===== src/rtl/pix_seq_pkg.sv =====
package pix_seq_pkg;

    parameter int unsigned PIX_DEFAULT = 128;

    // Flag pair held by the index tracker.
    typedef struct packed {
        logic valid;
        logic err;
    } trk_flags_t;

endpackage


===== src/rtl/token_chain.sv =====
module token_chain #(
    parameter int unsigned NPIX = pix_seq_pkg::PIX_DEFAULT
) (
    input  logic            clk,
    input  logic            rst,
    input  logic            inject_i,
    output logic [NPIX-1:0] tok_o,
    output logic            tail_o
);

    typedef struct packed {
        logic [NPIX-1:0] tok;
        logic            tail;
    } chain_t;

    chain_t          st_d, st_q;
    logic [NPIX-1:0] feed;

    // Each stage takes the token from the stage below; stage 0 from inject.
    assign feed[0] = inject_i;
    for (genvar g = 1; g < NPIX; g++) begin : g_stage
        assign feed[g] = st_q.tok[g-1];
    end

    always_comb begin
        st_d = st_q;
        if (rst) begin
            st_d = '0;
        end else begin
            st_d.tok  = feed;
            st_d.tail = st_q.tok[NPIX-1];
        end
    end

    always_ff @(posedge clk) begin
        st_q <= st_d;
    end

    assign tok_o  = st_q.tok;
    assign tail_o = st_q.tail;

endmodule


===== src/rtl/idx_tracker.sv =====
module idx_tracker #(
    parameter int unsigned NPIX  = pix_seq_pkg::PIX_DEFAULT,
    parameter int unsigned IDX_W = $clog2(NPIX)
) (
    input  logic             clk,
    input  logic             rst,
    input  logic             start_i,
    output logic             accept_o,
    output logic [IDX_W-1:0] idx_o,
    output logic             valid_o,
    output logic             err_o
);

    localparam logic [IDX_W-1:0] LAST = IDX_W'(NPIX - 1);

    typedef struct packed {
        logic [IDX_W-1:0]         idx;
        pix_seq_pkg::trk_flags_t  f;
    } trk_t;

    trk_t st_d, st_q;
    logic accept;

    assign accept = start_i & ~st_q.f.valid;

    always_comb begin
        st_d = st_q;
        if (rst) begin
            st_d = '0;
        end else begin
            if (start_i && st_q.f.valid) begin
                st_d.f.err = 1'b1;
            end
            if (accept) begin
                st_d.idx     = '0;
                st_d.f.valid = 1'b1;
            end else if (st_q.f.valid) begin
                if (st_q.idx == LAST) begin
                    st_d.idx     = '0;
                    st_d.f.valid = 1'b0;
                end else begin
                    st_d.idx = st_q.idx + 1'b1;
                end
            end
        end
    end

    always_ff @(posedge clk) begin
        st_q <= st_d;
    end

    assign accept_o = accept;
    assign idx_o    = st_q.idx;
    assign valid_o  = st_q.f.valid;
    assign err_o    = st_q.f.err;

endmodule


===== src/rtl/strobe_gen.sv =====
module strobe_gen #(
    parameter int unsigned NPIX = pix_seq_pkg::PIX_DEFAULT
) (
    input  logic            clk,
    input  logic            rst,
    input  logic [NPIX-1:0] sel_i,
    output logic [NPIX-1:0] strobe_o,
    output logic            oe_o
);

    typedef struct packed {
        logic [NPIX-1:0] strobe;
    } strb_t;

    strb_t st_d, st_q;

    // The pixel read in this cycle gets its integrator reset in the next one.
    always_comb begin
        st_d = st_q;
        if (rst) begin
            st_d = '0;
        end else begin
            st_d.strobe = sel_i;
        end
    end

    always_ff @(posedge clk) begin
        st_q <= st_d;
    end

    assign strobe_o = st_q.strobe;
    assign oe_o     = |sel_i;

endmodule


===== src/rtl/pix_token_seq.sv =====
module pix_token_seq #(
    parameter int unsigned NPIX = pix_seq_pkg::PIX_DEFAULT
) (
    input  logic                    clk,
    input  logic                    rst,
    input  logic                    start_i,
    output logic [NPIX-1:0]         sel_onehot_o,
    output logic [$clog2(NPIX)-1:0] sel_idx_o,
    output logic                    sel_valid_o,
    output logic [NPIX-1:0]         rst_strobe_o,
    output logic                    out_en_o,
    output logic                    end_o,
    output logic                    err_o
);

    localparam int unsigned IDX_W = $clog2(NPIX);

    logic            accept;
    logic [NPIX-1:0] tok;

    idx_tracker #(.NPIX(NPIX), .IDX_W(IDX_W)) u_trk (
        .clk      (clk),
        .rst      (rst),
        .start_i  (start_i),
        .accept_o (accept),
        .idx_o    (sel_idx_o),
        .valid_o  (sel_valid_o),
        .err_o    (err_o)
    );

    token_chain #(.NPIX(NPIX)) u_chain (
        .clk      (clk),
        .rst      (rst),
        .inject_i (accept),
        .tok_o    (tok),
        .tail_o   (end_o)
    );

    strobe_gen #(.NPIX(NPIX)) u_strb (
        .clk      (clk),
        .rst      (rst),
        .sel_i    (tok),
        .strobe_o (rst_strobe_o),
        .oe_o     (out_en_o)
    );

    assign sel_onehot_o = tok;

endmodule


===== config.mk =====
export PLATFORM = sky130hd
export DESIGN_NAME = pix_token_seq
export DESIGN_NICKNAME = d
export VERILOG_FILES = /design/src/rtl/pix_seq_pkg.sv /design/src/rtl/token_chain.sv /design/src/rtl/idx_tracker.sv /design/src/rtl/strobe_gen.sv /design/src/rtl/pix_token_seq.sv
export SDC_FILE = /design/constraint.sdc
export NUM_CORES = 1
export LEC_CHECK = 0
export BUFFER_PORTS_ARGS = -buffer_cell sky130_fd_sc_hd__buf_2
export CORE_MARGIN = 8
export CORE_UTILIZATION = 45
export CTS_CLUSTER_SIZE = 14
export DETAILED_ROUTE_END_ITERATION = 10
export PLACE_DENSITY = 0.73
export REMOVE_ABC_BUFFERS = 1
export SLEW_MARGIN = 5
export SYNTH_ARGS = -nofsm -noshare
export SYNTH_HDL_FRONTEND = slang
export SYNTH_HIERARCHICAL = 1
export SYNTH_SLANG_ARGS = --single-unit
export TNS_END_PERCENT = 5

===== constraint.sdc =====
create_clock -name clk -period 1.4 [get_ports clk]
set_input_delay 0.28 -clock clk [delete_from_list [all_inputs] [get_ports clk]]
set_output_delay 0.28 -clock clk [all_outputs]
set_load 0.05 [all_outputs]

# Yosys cells after proc, flatten, opt, wreduce, memory -nomap -nowiden
# Cells that the tools add are included.
[totals]
out_inout_bits = 267
reg_bits = 266
wordCells = 17
[classes]
muxes = 4
add_sub_neg = 1
eq_ne = 1
n_bitwise = 2
reduce_logical = 3
[op_table]
columns = ["op", "count"]
rows = [
  ["OR reduction 128 bit", 1],
  ["adder 7 x 1 -> 7 bit, second input constant", 1],
  ["equality test 7 bit, second input constant", 1],
  ["two-way mux 7 bit", 1],
  ["two-way mux 1 bit", 3],
  ["OR reduction 2 bit", 1],
  ["AND 1 bit", 1],
  ["logical AND 1 bit", 1],
  ["NOT 1 bit", 1],
]

# Longest topological paths before layout
# Gate-level depths: netlist of run 1.
[logic_depth]
word_depth = 4
mapped_depth = 4

# By module
# Netlist of run 1, hierarchy kept.
[modules_own_cells]
columns = ["module", "seq_area_each_um2", "cells_per_inst", "instances", "area_each_um2"]
rows = [
  ["strobe_gen", 2562.5, 313, 1, 3692.3],
  ["token_chain", 2582.5, 272, 1, 3462.1],
  ["idx_tracker", 180.2, 48, 1, 405.4],
]

# Worst setup path after synthesis of run 1
# Ideal clock, no wire load.
[synth_timing]
kind = "reg2out"
startpoint = "register u_chain.st_q, in the netlist u_chain/tok_o[66]"
endpoint = "output port out_en_o"
path_stages_with_launch = 5
required_ns = 1.120
path_buffers = 0
t_arrival_ns = 1.491
path_slack_ns = -0.371
cell_sequence = "dfxtp_1 -> nor4_1 -> nand4_1 -> nor4_1 -> nand2_1"
[synth_between]
elab_chain_cells = 1
[synth_rtl]
columns = ["item", "line", "text"]
rows = [
  ["from (decl)", "token_chain.sv:16", "chain_t st_d, st_q;"],
  ["from (signal assigned)", "token_chain.sv:36", "st_q <= st_d;"],
  ["OR reduction 128 bit", "strobe_gen.sv:32", "assign oe_o = |sel_i;"],
  ["to (decl)", "pix_token_seq.sv:11", "output logic out_en_o,"],
]
# Every way passes these cells.

# Worst setup path in the final report of run 1
[layout_timing]
startpoint = "register u_chain.st_q, in the netlist u_chain/tok_o[18]"
endpoint = "output port out_en_o"
# The elaborated chain is that of the path after synthesis.

==> metrics.yaml, run 1 <==
status: "finished, violations left"
violations: "negative setup slack"
synth_seq_cells: 266
synth_edf_count: 0
place_ws_ns: -0.513
fp.dieW_microns: 146
vdd_ir_drop_max_uv: 1080
ys_top_cells_by_area: "dfxtp_1 (70%), nor2b_1 (21%), nor4_1 (2.7%)"
nets: 1039
post-route-min-period_ns: 2.47
port-buffer-count: 269
root_buffer: "clkbuf_16"
clock_path_buffers: 3
end_kind: "output port"
dpl.hpwl_microns: 14600
grt_pass1_vias: 6616
startpoint: "u_chain/tok_o[18]$_SDFF_PP0_"
cp_top_family: "simple AND/OR/NAND/NOR gates"
drive_gt1_share_pct: 56.5
cts_tree: "done"
drc: 0
gp_routability_congestion: 0.757
p_leak_nw: 5.99
grt_pass1_wl_microns: 38900
ff2ff_setup_slack_ns: 0.16
hold_viol: 0
syn2layout_area_growth_pct: 78.3
final_cells: 1274
syn_area_sq_mm: 0.00756
r2r_cells: 4
drt_iter0_markers: 336
path_class: "reg -> out"
routed_wl_microns: 28800
antenna_found_initial: 0
cp.required_ns: 1.12
post-route-period-util_pct: 177
avgSynthCellArea_sq_um: 11.9
vias: 6235
cp_max_fo: 2
mostFrequentLayoutCells: "nor2b_1 (259), buf_6 (136), dfxtp_1 (130)"
worst-path-stages: 5
startpoint_type: "flop"
core.rowCount: 47
setup_viol: 76
path_cells: "nor4_1 > nand4_1 > nor4_4 > nand2_4 > buf_8"
die_h_microns: 146
slowest_delay_ns: 0.47
r2r_start: "u_trk/valid_o$_SDFF_PP0_"
async_flop_share_pct: 0
dr.pass1.iters: 4
rsz0062_at_grt: "yes"
grt_max_degree: 71
slowest_stage: "nor4_1"
worst_skew_pair.late_latency_ns: 0.54
final_antenna_net_count: 0
die_area_sq_mm: 0.0212
drv_cap: 0
antenna_cells: 0
pwr_density_cell_mw_per_mm2: 1150
post_drt_via_cell_ratio: 4.89
fill_cells: 756
cts_sinks: 266
ys_seq_area_share_pct: 70.4
mostFrequentLayoutCell: "nor2b_1"
whs_ns: 0.0641
grt-ovfl-total: 0
path_buf_inv: 1
ys.flop_type: "dfxtp_1"
hp-class: "in -> reg"
cts_buffers: 26
worst_pin_slew_ns: 0.498
yosys_warnings: 6
r2r_end: "u_trk/idx_o[5]$_SDFFE_PP0P_"
dp.cells: 1224
grt_usage_pct: 23.0
finalClockSkew_ns: 0.0340
slew_viol_final: 0
postLayoutCellArea_sq_mm: 0.0135
clk_pin_slew_ns: 0.06
dpl_cell_area_sq_mm: 0.0101
cp-endpoint: "out_en_o"
start_util_pct: 45.7
core_sq_mm: 0.0165
max_freq_mhz: 404
synth_cell_types: 22
syn-instance-count: 633
synth_top_area_cell: "dfxtp_1"
arrival_ns: 2.19
setup_slack_ns: -1.07
avgRoutedWirePerCell_microns: 22.6
relSlewSlack_pct: 66.5
io_pins: 270
yosys.area.top_type_share_pct: 70.4
h-tree-depth: 1
total_power_w: 0.0155
-- layout make-up --
cell class	instances	area, sq um	area share, %
inverters	1	3.75	0.0279
clock buffers	39	749	5.56
clock inverters	8	179	1.33
flip-flops and latches	266	5540	41.1
well taps	220	275	2.04
repair buffers	404	4480	33.3
multi-input cells	336	2240	16.6
-- sequential cells by signal, indices dropped and copies added (netlist names) --
name             flops
u_strb/strobe_o    128
u_trk/err_o          1
u_trk/valid_o        1
u_trk/idx_o          7
u_chain/tok_o      128
u_chain/tail_o       1
-- power breakdown --
part           total (W)  internal, W  switching (W)
sequential       0.00755      0.00754      0.0000116
clock            0.00760      0.00462        0.00298
combinational   0.000331     0.000102       0.000229
total             0.0155       0.0123        0.00322
-- cell families (layout without fill, tap and decap cells) --
| kind of cell | count (synthesis) | in the layout | share of synthesized area [%] |
|---|---|---|---|
| and+or+nand+nor | 322 | 322 | 26.4 |
| AOI/OAI and AO/OA | 10 | 10 | 0.778 |
| DFF | 266 | 266 | 70.4 |
| xor gates and xnor gates | 3 | 3 | 0.348 |
| adders and majority gates | 1 | 1 | 0.165 |
| buffers and inverters | 31 | 452 | 1.87 |
-- stage by stage --
stage,setup TNS (ns),utilization [%]
CTS,-3.07,78.4
global placement,-0.459,61.0
detailed placement,-0.513,61.0
finish,-2.70,81.5
floorplan,-1.28,-
global route,-6.00,81.5
-- Yosys cell counts (3+ instances only) --
cell and instances:
dfxtp_1 266, nor2b_1 259, nor4_1 33, buf_2 17
clkbuf_1 12, nand4_1 11, nand2_1 6, nor2_1 5
a21oi_1 4, nand3_1 3, xor2_1 3
-- worst min-delay path by stage --
stage / start / endpoint / cells past startpoint
after CTS: start_i / u_trk/err_o$_SDFFE_PP0P_ / 3
after global routing: start_i / u_trk/valid_o$_SDFF_PP0_ / 3
after detailed placement: u_trk/err_o$_SDFFE_PP0P_ / u_trk/err_o$_SDFFE_PP0P_ / 2
after floorplan: rst / u_chain/tail_o$_SDFF_PP0_ / 1
final: start_i / u_trk/valid_o$_SDFF_PP0_ / 3
after global placement: u_trk/err_o$_SDFFE_PP0P_ / u_trk/err_o$_SDFFE_PP0P_ / 2
-- tightest hold or removal path, stage by stage --
cell	delay [ns]
buf_2	0.12
nor2_1	0.09
a211oi_1	0.05
-- per-layer routing --
layer	wire (microns)	track usage, %	vias up	share of wire (%)
li1	-	-	2834	-
met1	10600	24.8	3025	37
met2	15100	41.4	309	52
met3	2180	7.28	67	7.6
met4	941	8.22	0	3.3
met5	0	0	-	0
-- repair_timing --
action / 4_1_cts / 5_1_grt
endpoints found under the setup margin: 167 / 185
gates resized for setup: 640 / 169
cloned: 0 / 0
pin swaps: 5 / 5
buffers inserted: 3 / 4
hold buffers: 0 / 0
(Power assumes the default switching activity.)
==> inputs of run 2 (changes only) <==
Settings changed: RECOVER_POWER set to 25.
==> run 2 against run 1 <==
  * The flow still finishes with violations (negative setup slack)
  * Count of clock-buffer cells in the layout is the same
  * Combinational power is essentially flat
  * Non-clock buffer count is the same
  * Final cell count is the same
  * Global-route usage is the same
  * First-iteration DRC count shrank 6.3%
  * Critical path depth is the same
  * Flip-flop and latch count is the same
  * Clock power is essentially flat
  * Routed wire length is essentially flat
==> metrics.yaml, run 2 (synthesized netlist as in run 1, its figures left out) <==
arrival_ns: 2.17  # -0.02 ns
pwr_density_cell_mw_per_mm2: 1170  # +1.7%
grt_pass1_wl_microns: 38900  # unchanged
syn2layout_area_growth_pct: 75.5
rsz0062_at_grt: "yes"
path_class: "reg -> out"
dr.pass1.iters: 6  # +2
fill_cells: 812  # +7.4%
nets: 1039  # unchanged
p_int_w: 0.0123  # about the same
drc: 0  # unchanged
vias: 6244  # +0.14%
p_leak_nw: 5.87  # -2.0%
cts_tree: "done"
fp.dieW_microns: 146  # unchanged
port-buffer-count: 269  # unchanged
cp_max_fo: 2  # unchanged
clk_pin_slew_ns: 0.06  # about the same
dpl.hpwl_microns: 14600  # unchanged
hold_viol: 0  # unchanged
worst_pin_slew_ns: 0.475  # -0.0228 ns
vdd_ir_drop_max_uv: 1090  # +1.1%
post_drt_via_cell_ratio: 4.90  # +0.14%
status: "finished, violations left"
core_sq_mm: 0.0165  # unchanged
routed_wl_microns: 28800  # about the same
drv_cap: 0  # unchanged
pwr-share-seq_pct: 48.7  # about the same
end_kind: "output port"
h-tree-depth: 1  # unchanged
gp_routability_congestion: 0.757  # unchanged
start_util_pct: 45.7  # unchanged
grt-ovfl-total: 0  # unchanged
holdBufCountCts: 0  # unchanged
worst_skew_pair.late_latency_ns: 0.54  # about the same
die_area_sq_mm: 0.0212  # unchanged
final_antenna_net_count: 0  # unchanged
finalClockSkew_ns: 0.0353  # +0.00127 ns
setup_slack_ns: -1.05  # +0.0189 ns
mostFrequentLayoutCells: "nor2b_1 (259), dfxtp_1 (185), buf_6 (118)"
core.rowCount: 47  # unchanged
final_cells: 1274  # unchanged
post-route-period-util_pct: 175  # -1.3 points
p_sw_share_pct: 20.9  # +0.067 points
drive_gt1_share_pct: 49.6  # -6.9 points
grt_usage_pct: 23.0  # unchanged
relSlewSlack_pct: 68.1  # +1.5 points
total_power_w: 0.0155  # +0.12%
power_frac_clock_pct: 49.1  # about the same
cts_buffers: 26  # unchanged
die_h_microns: 146  # unchanged
grt_pass1_vias: 6616  # unchanged
post-route-min-period_ns: 2.45  # -0.0189 ns
avgRoutedWirePerCell_microns: 22.6  # about the same
cts_sinks: 266  # unchanged
max_freq_mhz: 408  # +0.77%
grt_max_degree: 71  # unchanged
antenna_cells: 0  # unchanged
io_pins: 270  # unchanged
mostFrequentLayoutCell: "nor2b_1"
antenna_found_initial: 0  # unchanged
place_ws_ns: -0.513  # unchanged
violations: "negative setup slack"
dp.cells: 1224  # unchanged
drt_iter0_markers: 315  # -6.3%
clock_path_buffers: 3  # unchanged
switchingPower_w: 0.00324  # +0.44%
startpoint_type: "flop"
root_buffer: "clkbuf_16"
setup_viol: 111  # +46%
hp-class: "in -> reg"
cp.required_ns: 1.12  # about the same
slew_viol_final: 0  # unchanged
p_comb_share_pct: 2.1  # about the same
## run 2: changes by cell type in the layout (fill, tap and decap cells not counted)
cell / before / now
dfxtp_2: 117 / 64
clkbuf_1: 8 / 26
buf_6: 136 / 118
dfxtp_4: 19 / 17
dfxtp_1: 130 / 185
## run 2: power groups by stage
stage | clock network (W) | logic, W | registers, W
floorplan | 0 | 0.0000418 | 0.00781
global placement | 0 | 0.000275 | 0.00776
detailed placement | 0 | 0.000275 | 0.00776
CTS | 0.00755 | 0.000311 | 0.00759
global route | 0.00803 | 0.000349 | 0.00755
finish | 0.00762 | 0.000330 | 0.00756
## run 2: layer usage
metal / track usage, % / vias to the layer above / part of all wire (%)
li1: - / 2836 / -
met1: 24.8 / 3040 / 36
met2: 41.4 / 299 / 53
met3: 7.28 / 69 / 7.6
met4: 8.22 / 0 / 3.3
met5: 0 / - / 0
## run 2: worst paths after layout
check	endpoint	cells past startpoint	slack, ns	start
max	out_en_o	5	-1.05	u_chain/tok_o[18]$_SDFF_PP0_
min	u_trk/valid_o$_SDFF_PP0_	3	0.06	start_i
max reg2reg	u_trk/idx_o[5]$_SDFFE_PP0P_	4	0.16	u_trk/valid_o$_SDFF_PP0_
min reg2reg	u_trk/idx_o[6]$_SDFFE_PP0P_	2	0.52	u_trk/idx_o[6]$_SDFFE_PP0P_
## run 2: cell type report
class	instances	area (sq um)	area share, %
Multi-Input combinational cell	336	2240	16.9
Timing Repair Buffer	404	4350	32.8
Clock buffer	39	749	5.65
Tap cell	220	275	2.07
Clock inverter	8	179	1.35
Sequential cell	266	5470	41.2
Inverter	1	3.75	0.0283
## run 2: timing repair
action	in CTS	in global routing
pin swaps	5	5
endpoints found under the setup margin	167	185
gates cloned	0	0
setup buffers	3	4
gates resized for setup	640	169
hold endpoints to repair	0	0
## run 2: critical path, stage by stage (launching register included)
cell     delay [ns]
dfxtp_2        0.33
nor4_1         0.45
nand4_1        0.26
nor4_4         0.35
nand2_4        0.08
buf_8          0.15
## run 2: through the flow
| stage | TNS, ns | util (%) | area (sq um) | hold WS [ns] |
|---|---|---|---|---|
| finish | -5.78 | 80.3 | 13300 | 0.0627 |
| global route | -10.31 | 80.3 | 13300 | 0.0555 |
| CTS | -3.07 | 78.4 | 13000 | 0.0218 |
| detailed placement | -0.513 | 61.0 | 10100 | 0.461 |
| global placement | -0.459 | 61.0 | 10100 | 0.444 |
| floorplan | -1.28 | - | 7420 | 0.352 |
